File: src/rtl/odr_pkg.sv
package odr_pkg;
  typedef enum logic [2:0] {
    ST_ARM    = 3'd0,  // wait until both lines read high
    ST_IDLE   = 3'd1,  // armed, watching for a first low
    ST_H_WAIT = 3'd2,  // host is master, copy delay running
    ST_H_LOW  = 3'd3,  // host is master, card side sunk low
    ST_H_PUSH = 3'd4,  // host released, card side pushed high
    ST_C_WAIT = 3'd5,
    ST_C_LOW  = 3'd6,
    ST_C_PUSH = 3'd7
  } odr_state_e;
endpackage

File: src/rtl/odr_rst_sync.sv
module odr_rst_sync (
  input  logic clk,
  input  logic rst_n,
  output logic rst_n_sync
);
  logic [1:0] stg_q;

  always_ff @(posedge clk or negedge rst_n) begin
    if (!rst_n) stg_q <= 2'b00;
    else        stg_q <= {stg_q[0], 1'b1};
  end

  assign rst_n_sync = stg_q[1];
endmodule

File: src/rtl/odr_sync.sv
module odr_sync #(
  parameter int WIDTH  = 2,
  parameter int STAGES = 2
) (
  input  logic             clk,
  input  logic             rst_n,
  input  logic [WIDTH-1:0] d,
  output logic [WIDTH-1:0] q
);
  genvar b;
  generate
    for (b = 0; b < WIDTH; b++) begin : g_bit
      logic [STAGES-1:0] chain_q;
      logic [STAGES-1:0] chain_d;

      always_comb begin
        chain_d = {chain_q[STAGES-2:0], d[b]};
      end

      always_ff @(posedge clk or negedge rst_n) begin
        if (!rst_n) chain_q <= '1;
        else        chain_q <= chain_d;
      end

      assign q[b] = chain_q[STAGES-1];
    end
  endgenerate
endmodule

File: src/rtl/odr_timer.sv
module odr_timer #(
  parameter int W = 4
) (
  input  logic         clk,
  input  logic         rst_n,
  input  logic         load,
  input  logic [W-1:0] load_val,
  output logic         zero
);
  logic [W-1:0] cnt_q;
  logic [W-1:0] cnt_d;
  logic         cnt_en;

  always_comb begin
    cnt_en = load || (cnt_q != '0);
    if (load) cnt_d = load_val;
    else      cnt_d = cnt_q - 1'b1;
  end

  always_ff @(posedge clk or negedge rst_n) begin
    if (!rst_n)      cnt_q <= '0;
    else if (cnt_en) cnt_q <= cnt_d;
  end

  assign zero = (cnt_q == '0);
endmodule

File: src/rtl/odr_drive.sv
module odr_drive
  import odr_pkg::*;
(
  input  odr_state_e state,
  input  logic       card_en,
  output logic       host_drv_lo,
  output logic       host_drv_hi,
  output logic       card_drv_lo,
  output logic       card_drv_hi
);
  always_comb begin
    card_drv_lo = !card_en || (state == ST_H_LOW);
    card_drv_hi = card_en && (state == ST_H_PUSH);
    host_drv_lo = card_en && (state == ST_C_LOW);
    host_drv_hi = card_en && (state == ST_C_PUSH);
  end
endmodule

File: src/rtl/od_line_repeater.sv
module od_line_repeater
  import odr_pkg::*;
#(
  parameter int SYNC_STAGES = 2,
  parameter int COPY_DLY    = 8,
  parameter int PULSE_LEN   = 10
) (
  input  logic clk,
  input  logic rst_n,
  input  logic card_en,
  input  logic host_in,
  input  logic card_in,
  output logic host_drv_lo,
  output logic host_drv_hi,
  output logic card_drv_lo,
  output logic card_drv_hi
);
  localparam int MAX_LEN = (COPY_DLY > PULSE_LEN) ? COPY_DLY : PULSE_LEN;
  localparam int CNT_W   = $clog2(MAX_LEN + 1);
  localparam logic [CNT_W-1:0] COPY_LOAD  = CNT_W'(COPY_DLY - 1);
  localparam logic [CNT_W-1:0] PULSE_LOAD = CNT_W'(PULSE_LEN - 1);

  logic       rst_n_i;
  logic [1:0] line_s;
  logic       host_s;
  logic       card_s;
  odr_state_e state_q;
  odr_state_e state_d;
  logic             tmr_load;
  logic [CNT_W-1:0] tmr_val;
  logic             tmr_zero;

  odr_rst_sync u_rst (
    .clk        (clk),
    .rst_n      (rst_n),
    .rst_n_sync (rst_n_i)
  );

  odr_sync #(.WIDTH(2), .STAGES(SYNC_STAGES)) u_sync (
    .clk   (clk),
    .rst_n (rst_n_i),
    .d     ({card_in, host_in}),
    .q     (line_s)
  );

  assign host_s = line_s[0];
  assign card_s = line_s[1];

  // next-state logic
  always_comb begin
    state_d  = state_q;
    tmr_load = 1'b0;
    tmr_val  = COPY_LOAD;
    unique case (state_q)
      ST_ARM: begin
        if (host_s && card_s) state_d = ST_IDLE;
      end
      ST_IDLE: begin
        if (!host_s) begin
          state_d  = ST_H_WAIT;
          tmr_load = 1'b1;
        end else if (!card_s) begin
          state_d  = ST_C_WAIT;
          tmr_load = 1'b1;
        end
      end
      ST_H_WAIT: begin
        if (host_s)        state_d = ST_ARM;
        else if (tmr_zero) state_d = ST_H_LOW;
      end
      ST_H_LOW: begin
        if (host_s) begin
          state_d  = ST_H_PUSH;
          tmr_load = 1'b1;
          tmr_val  = PULSE_LOAD;
        end
      end
      ST_H_PUSH: begin
        if (tmr_zero) state_d = ST_ARM;
      end
      ST_C_WAIT: begin
        if (card_s)        state_d = ST_ARM;
        else if (tmr_zero) state_d = ST_C_LOW;
      end
      ST_C_LOW: begin
        if (card_s) begin
          state_d  = ST_C_PUSH;
          tmr_load = 1'b1;
          tmr_val  = PULSE_LOAD;
        end
      end
      ST_C_PUSH: begin
        if (tmr_zero) state_d = ST_ARM;
      end
      default: state_d = ST_ARM;
    endcase
    if (!card_en) begin
      state_d  = ST_ARM;
      tmr_load = 1'b0;
    end
  end

  // state register
  always_ff @(posedge clk or negedge rst_n_i) begin
    if (!rst_n_i) state_q <= ST_ARM;
    else          state_q <= state_d;
  end

  odr_timer #(.W(CNT_W)) u_tmr (
    .clk      (clk),
    .rst_n    (rst_n_i),
    .load     (tmr_load),
    .load_val (tmr_val),
    .zero     (tmr_zero)
  );

  odr_drive u_drv (
    .state       (state_q),
    .card_en     (card_en),
    .host_drv_lo (host_drv_lo),
    .host_drv_hi (host_drv_hi),
    .card_drv_lo (card_drv_lo),
    .card_drv_hi (card_drv_hi)
  );
endmodule

File: config.mk
export PLATFORM = sky130hd
export DESIGN_NAME = od_line_repeater
export DESIGN_NICKNAME = d
export VERILOG_FILES = /design/src/rtl/odr_pkg.sv /design/src/rtl/odr_rst_sync.sv /design/src/rtl/odr_sync.sv /design/src/rtl/odr_timer.sv /design/src/rtl/odr_drive.sv /design/src/rtl/od_line_repeater.sv
export SDC_FILE = /design/constraint.sdc
export NUM_CORES = 1
export LEC_CHECK = 0
export BUFFER_PORTS_ARGS = -buffer_cell sky130_fd_sc_hd__buf_4
export CAP_MARGIN = 40
export CORE_MARGIN = 1.5
export CORE_UTILIZATION = 40
export CTS_CLUSTER_SIZE = 40
export DETAILED_ROUTE_END_ITERATION = 10
export PLACE_DENSITY_LB_ADDON = 0.08
export SLEW_MARGIN = 25
export SYNTH_ARGS = -nofsm -noshare
export SYNTH_HDL_FRONTEND = slang
export SYNTH_SLANG_ARGS = --single-unit
File: constraint.sdc
create_clock -name clk -period 1 [get_ports clk]
set_input_delay 0.1 -clock clk [delete_from_list [all_inputs] [get_ports clk]]
set_output_delay 0.1 -clock clk [all_outputs]
set_load 0.02 [all_outputs]
==> run summary, run 1 <==
Diode count = 0
CTS sink count = 13
H-tree levels = 1
Leakage = 0.0005703 uW
DR iter-0 viols = 11
Crit path max fanout = 4
Dpl cells = 123
Hold Path Class = input pin to register
Port Buffer Count = 8
Synth warn = 0
Clock root buffer = clkbuf_4
Initial antenna violation count = 0
Max Cap Viol = 0
Fmax = 629.7 MHz
Area of the multi-input gates = 506.7 um^2
Final std cell area, no fill = 1229 um^2
CTS tree = done
Layout Cells excl Fill = 137
Core area = 1745 um^2
Slew Limit Fails = 0
Post-Route WL = 1871 um
Crit path capture type = register
Synth Area in Adders = 0.01661
Number of flops mapped to enable cells by yosys = 0
Ports = 9
Filler instances = 144
Reg2reg setup slack = -0.59 ns
Layout cells sized above 1 = 0.5804
Fin crit period = 1.588 ns
FF/Latch Area = 330.3 um^2
Reg-to-Reg End = state_q[0]$_DFFE_PN0P_
Mux contribution to synthesized area = 0.08306
CP Launch Type = register
Num CTS Buffers = 3
Total chip power = 2888 uW
Die area = 2153 um^2
Max Root-Sink Buffers = 2
Die Wd = 46.40 um
Run status = finished with violations
Final Setup Violations = 11
End point of the critical path = state_q[0]$_DFFE_PN0P_
Total global-route track usage = 0.2046
Avg Synthesized Cell Area = 9.911 um^2
Synthesized area = 753.2 um^2
Placed cell area = 997.2 um^2
Initial core utilization = 0.4315
Worst reg2reg startpoint = u_tmr.cnt_q[1]$_DFFE_PN0P_
Largest family of logic cells by synthesized area = simple AND/OR/NAND/NOR gates
Reg clk slew, reported paths = 0.08 ns
WP data required = 1.20 ns
Vias in the first global route = 671
Worst path arrival time = 1.79 ns
First-pass GRT wire length = 3049 um
Crit-path slowest cell = dfrtp_1
Seq/Total Area, Yosys = 0.4385
Place WS = -0.6322 ns
Compound-Gate Fraction of Synth Area = 0.1777
Final hold vios = 0
Largest net degree at the start of global routing = 12
Async SR Flop Fraction = 1.000
Clock Latency Late Sink = 0.27 ns
GP Congestion = 0.8166
Post-layout net count = 119
Total grt overflow = 0
Final WS setup = -0.5881 ns
Die Ht = 46.40 um
First-pass iteration count of the detailed router = 6
Synth Area in Simple Gates = 0.2060
Post-Synthesis Cells = 76
Final ANT Viol Nets = 0
Via count = 674
Tcrit/Tclk final = 1.588
DP Wirelength = 1234 um
Worst Setup SP = u_tmr.cnt_q[1]$_DFFE_PN0P_
Crit path cell chain = inv_2 > ha_4 > or3b_4 > a21oi_4 > a2bb2oi_4 > mux2i_1
Clock Skews = 0.01053 ns
RSZ-0062 raised after global routing = yes
Violated checks = setup timing
FF-to-FF path depth = 6
Layout area overhead = 63.12%
Post-Synth XOR/XNOR Area = 0.03488
Synth cell types = 35
#FFs+latches synth = 13
Slowest stage delay, CP = 0.39 ns
# rows = 15
VDD IR max = 0.001447 V
Main synth FF type = dfrtp_1
# DRC = 0
Final Hold Slack = 0.1482 ns
Worst setup path class = register to register
Syn_nets = 82
DR vias/cell = 4.920
Drt wl/cell = 13.66 um
P per Cell Area = 2350 nW/um^2
-- kinds of logic after synthesis --
family,count (synthesis)
AND/OR/NAND/NOR,29
AO/OA/AOI/OAI,16
flip-flops,13
buffers and inverters,7
multiplexers,6
XOR/XNOR,3
adder cells (fa/ha/maj),1
other,1
-- layout make-up --
| class | count | area share |
|---|---|---|
| multi-input cells | 56 | 0.4124 |
| flip-flops and latches | 13 | 0.2688 |
| repair buffers | 36 | 0.2627 |
| well taps | 25 | 0.02546 |
| clock buffers | 4 | 0.02138 |
| inverters | 3 | 0.009165 |
-- what timing repair did --
item                                    CTS  global route
gates cloned                              0             0
hold buffers                              3             0
pin swaps                                 7             1
endpoints found under the setup margin   11            11
setup buffers                             7             1
endpoints found under the hold margin     4             0
gates resized for setup                  26             7
-- cells in the final DEF (no fill, tap or decap), types with 2 or more instances in the layout --
cell	count
buf_4	22
nand2_1	10
buf_6	10
dfrtp_1	9
mux2i_1	4
dfstp_2	4
inv_2	3
clkbuf_4	3
dlygate4sd3_1	3
nand2_4	2
nor3b_2	2
a21boi_0	2
xor2_1	2
nand2_2	2
o21ai_2	2
o21ai_0	2
-- worst min path at each step --
stage,startpoint,endpoint,slack (ns),cells after the start
after CTS,rst_n,u_rst.stg_q[0]$_DFF_PN0_,0.13,2
after global placement,rst_n,u_rst.stg_q[1]$_DFF_PN0_,-0.12,1
after global routing,rst_n,u_rst.stg_q[0]$_DFF_PN0_,0.15,2
after floorplan,rst_n,u_rst.stg_q[0]$_DFF_PN0_,-0.20,0
after detailed placement,rst_n,u_rst.stg_q[0]$_DFF_PN0_,-0.12,1
final,card_en,state_q[1]$_DFFE_PN0P_,0.15,3
-- critical path: cells and delay by family (launching register included) --
family | cells | cell delay [ns]
compound gates | 2 | 0.33
flops | 1 | 0.39
simple gates | 1 | 0.39
fa+ha+maj | 1 | 0.14
mux | 1 | 0.21
buf+inv | 1 | 0.07
-- power by group --
part | leakage (uW) | internal (uW) | switching [uW]
clock | 0.0000150 | 154 | 163
combinational | 0.000402 | 998 | 759
sequential | 0.000153 | 664 | 150
-- flip-flops by register name, indices dropped and copies added, names as in the netlist --
name / flops
state_q: 3
u_rst.stg_q: 2
u_sync.g_bit.chain_q: 4
u_tmr.cnt_q: 4
-- cell usage after synthesis (2+ instances only) --
library cell / n / share of area
nand2_1: 14 / 0.070
dfrtp_1: 9 / 0.30
dfstp_2: 4 / 0.14
mux2i_1: 4 / 0.053
o21ai_0: 4 / 0.027
inv_1: 3 / 0.015
a21boi_0: 2 / 0.020
a21oi_1: 2 / 0.013
buf_2: 2 / 0.013
clkbuf_1: 2 / 0.010
nor2_1: 2 / 0.010
nor2b_1: 2 / 0.017
nor3b_1: 2 / 0.020
nor4b_1: 2 / 0.023
xor2_1: 2 / 0.023
-- per-stage QoR --
stage,TNS [ns],utilization
3_5_place_dp,-3.857,0.5713
3_3_place_gp,-3.828,0.5713
2_1_floorplan,-3.039,-
4_1_cts,-5.042,0.6860
6_report,-5.151,0.7039
5_1_grt,-5.902,0.7039
-- routing by layer --
layer  share of wire  wire, um  global-route usage
met2            0.52       977              0.3278
met4               0         0             0.08000
met5               0         0                   0
met1            0.46       862              0.2886
met3           0.017        32             0.01176
Note: power is estimated with default switching activity, not from simulation.
==> run 2: changes to the inputs <==
- clock period: 1 -> 1.95 ns (I/O delays scaled with it)
==> run summary, run 2 (synthesis results as in run 1) <==
Core area = 1745 um^2 (unchanged)
Reg clk slew, reported paths = 0.07 ns (about the same)
Die area = 2153 um^2 (unchanged)
Via count = 559 (-17%)
# DRC = 0 (unchanged)
Final std cell area, no fill = 875.8 um^2 (-29%)
Crit path max fanout = 5 (+1)
Layout cells sized above 1 = 0.2558 (-0.3245)
Largest net degree at the start of global routing = 16 (+4)
Commonest non-fill, non-tap cell in the layout = nand2_1
Initial antenna violation count = 0 (unchanged)
Commonest cells after routing, fill and taps aside = nand2_1, buf_4, dfrtp_1
WP data required = 2.14 ns (+0.94 ns)
Total chip power = 1038 uW (-64%)
Clock root buffer = clkbuf_4
Die Ht = 46.40 um (unchanged)
Utilization after layout = 0.5018 (-0.2022)
Max Root-Sink Buffers = 2 (unchanged)
Placed cell area = 834.6 um^2 (-16%)
DR iter-0 viols = 8 (-3)
Hold Path Class = input pin to register
DP Wirelength = 983.2 um (-20%)
Final Setup Violations = 0 (-11)
Total global-route track usage = 0.1482 (-0.05639)
Final hold vios = 0 (unchanged)
Total grt overflow = 0 (unchanged)
Tcrit/Tclk final = 0.8957 (-0.6923)
# rows = 15 (unchanged)
Postcts setup bufs = 0 (-7)
P per Cell Area = 1185 nW/um^2 (-50%)
Largest regs = u_sync.g_bit.chain_q: 4 flops, u_tmr.cnt_q: 4 flops, state_q: 3 flops
Leakage = 0.0003914 uW (-31%)
Worst setup path class = register to register
Post-layout net count = 93 (-22%)
First-pass iteration count of the detailed router = 2 (-4)
Slew Limit Fails = 0 (unchanged)
Die Wd = 46.40 um (unchanged)
Crit path capture type = register
Port Buffer Count = 8 (unchanged)
GP Congestion = 0.7850 (-3.9%)
Vias in the first global route = 533 (-21%)
RSZ-0062 raised after global routing = no
Post-Route WL = 1306 um (-30%)
Clock Skews = 0.005152 ns (-0.005378 ns)
Run status = complete, no violations
Worst path arrival time = 1.94 ns (+0.15 ns)
VDD IR max = 0.0007759 V (-46%)
CTS sink count = 13 (unchanged)
Clock Latency Late Sink = 0.26 ns (about the same)
Drt wl/cell = 11.77 um (-14%)
First-pass GRT wire length = 2235 um (-27%)
Initial core utilization = 0.4315 (unchanged)
H-tree levels = 1 (unchanged)
Max Cap Viol = 0 (unchanged)
DR vias/cell = 5.036 (+2.4%)
CP Launch Type = register
Num CTS Buffers = 3 (unchanged)
Fin crit period = 1.747 ns (+0.1586 ns)
Fmax = 572.5 MHz (-9.1%)
Final ANT Viol Nets = 0 (unchanged)
Setup tns final = 0 ns (+5.151 ns)
Diode count = 0 (unchanged)
Layout area overhead = 16.28%
CTS tree = done
Ports = 9 (unchanged)
## run 2: cell types whose count changed in the layout (fill, tap and decap cells not counted), moves of 3 or more
cell,change
buf_4,-13
buf_6,-10
nand2_1,+4
inv_1,+3
inv_2,-3
## run 2: timing repair
action	in CTS	in global routing
gates resized for setup	0	1
endpoints found under the hold margin	2	0
setup endpoints to repair	0	1
hold buffers	1	0
## run 2: layout make-up
class	instances	area (um^2)
clock buffers	4	26.28
fillers	174	869.6
inverters	3	11.26
multi-input cells	56	399.1
flip-flops and latches	13	330.3
well taps	25	31.28
repair buffers	10	77.57
## run 2: path summary, 6_finish.rpt
check | start | end | slack (ns) | cells past startpoint
setup / recovery | u_tmr.cnt_q[0]$_DFFE_PN0P_ | state_q[0]$_DFFE_PN0P_ | 0.20 | 6
hold reg to reg | u_rst.stg_q[1]$_DFF_PN0_ | state_q[2]$_DFFE_PN0P_ | 0.17 | 0
max in group asynchronous | u_rst.stg_q[1]$_DFF_PN0_ | u_sync.g_bit[1].chain_q[1]$_DFF_PN1_ | 1.45 | 0
min in group asynchronous | u_rst.stg_q[1]$_DFF_PN0_ | state_q[2]$_DFFE_PN0P_ | 0.17 | 0
hold / removal | host_in | u_sync.g_bit[0].chain_q[0]$_DFF_PN1_ | 0.04 | 1
setup reg to reg | u_tmr.cnt_q[0]$_DFFE_PN0P_ | state_q[0]$_DFFE_PN0P_ | 0.20 | 6
## run 2: where the power goes
| group | internal [uW] | switching [uW] |
|---|---|---|
| registers | 340 | 93.9 |
| clock network | 79.0 | 76.6 |
| logic | 235 | 213 |
| total | 654 | 384 |
## run 2: layer usage
| layer | part of all wire | up-vias | track usage | wire length, um |
|---|---|---|---|---|
| met5 | 0 | - | 0 | 0 |
| met1 | 0.49 | 270 | 0.1780 | 646 |
| met3 | 0.029 | 0 | 0.05882 | 38 |
| met2 | 0.48 | 6 | 0.2556 | 621 |
| li1 | - | 283 | - | - |
| met4 | 0 | 0 | 0.01714 | 0 |
## run 2: worst max-delay path: stages (launching register included)
cell,delay (ns)
dfrtp_1,0.38
inv_1,0.09
ha_1,0.23
or3b_4,0.44
a21oi_4,0.13
a2bb2oi_2,0.21
mux2i_1,0.19
## run 2: through the flow
stage                     hold WS (ns)  setup WS (ns)  std cells
final                          0.03657         0.2033        111
after global routing           0.01534        0.01302        111
after CTS                      0.02466         0.1905        111
after detailed placement      -0.02139         0.2140        106
after global placement        -0.02221         0.2528        106
after floorplan                -0.1006         0.3228         76
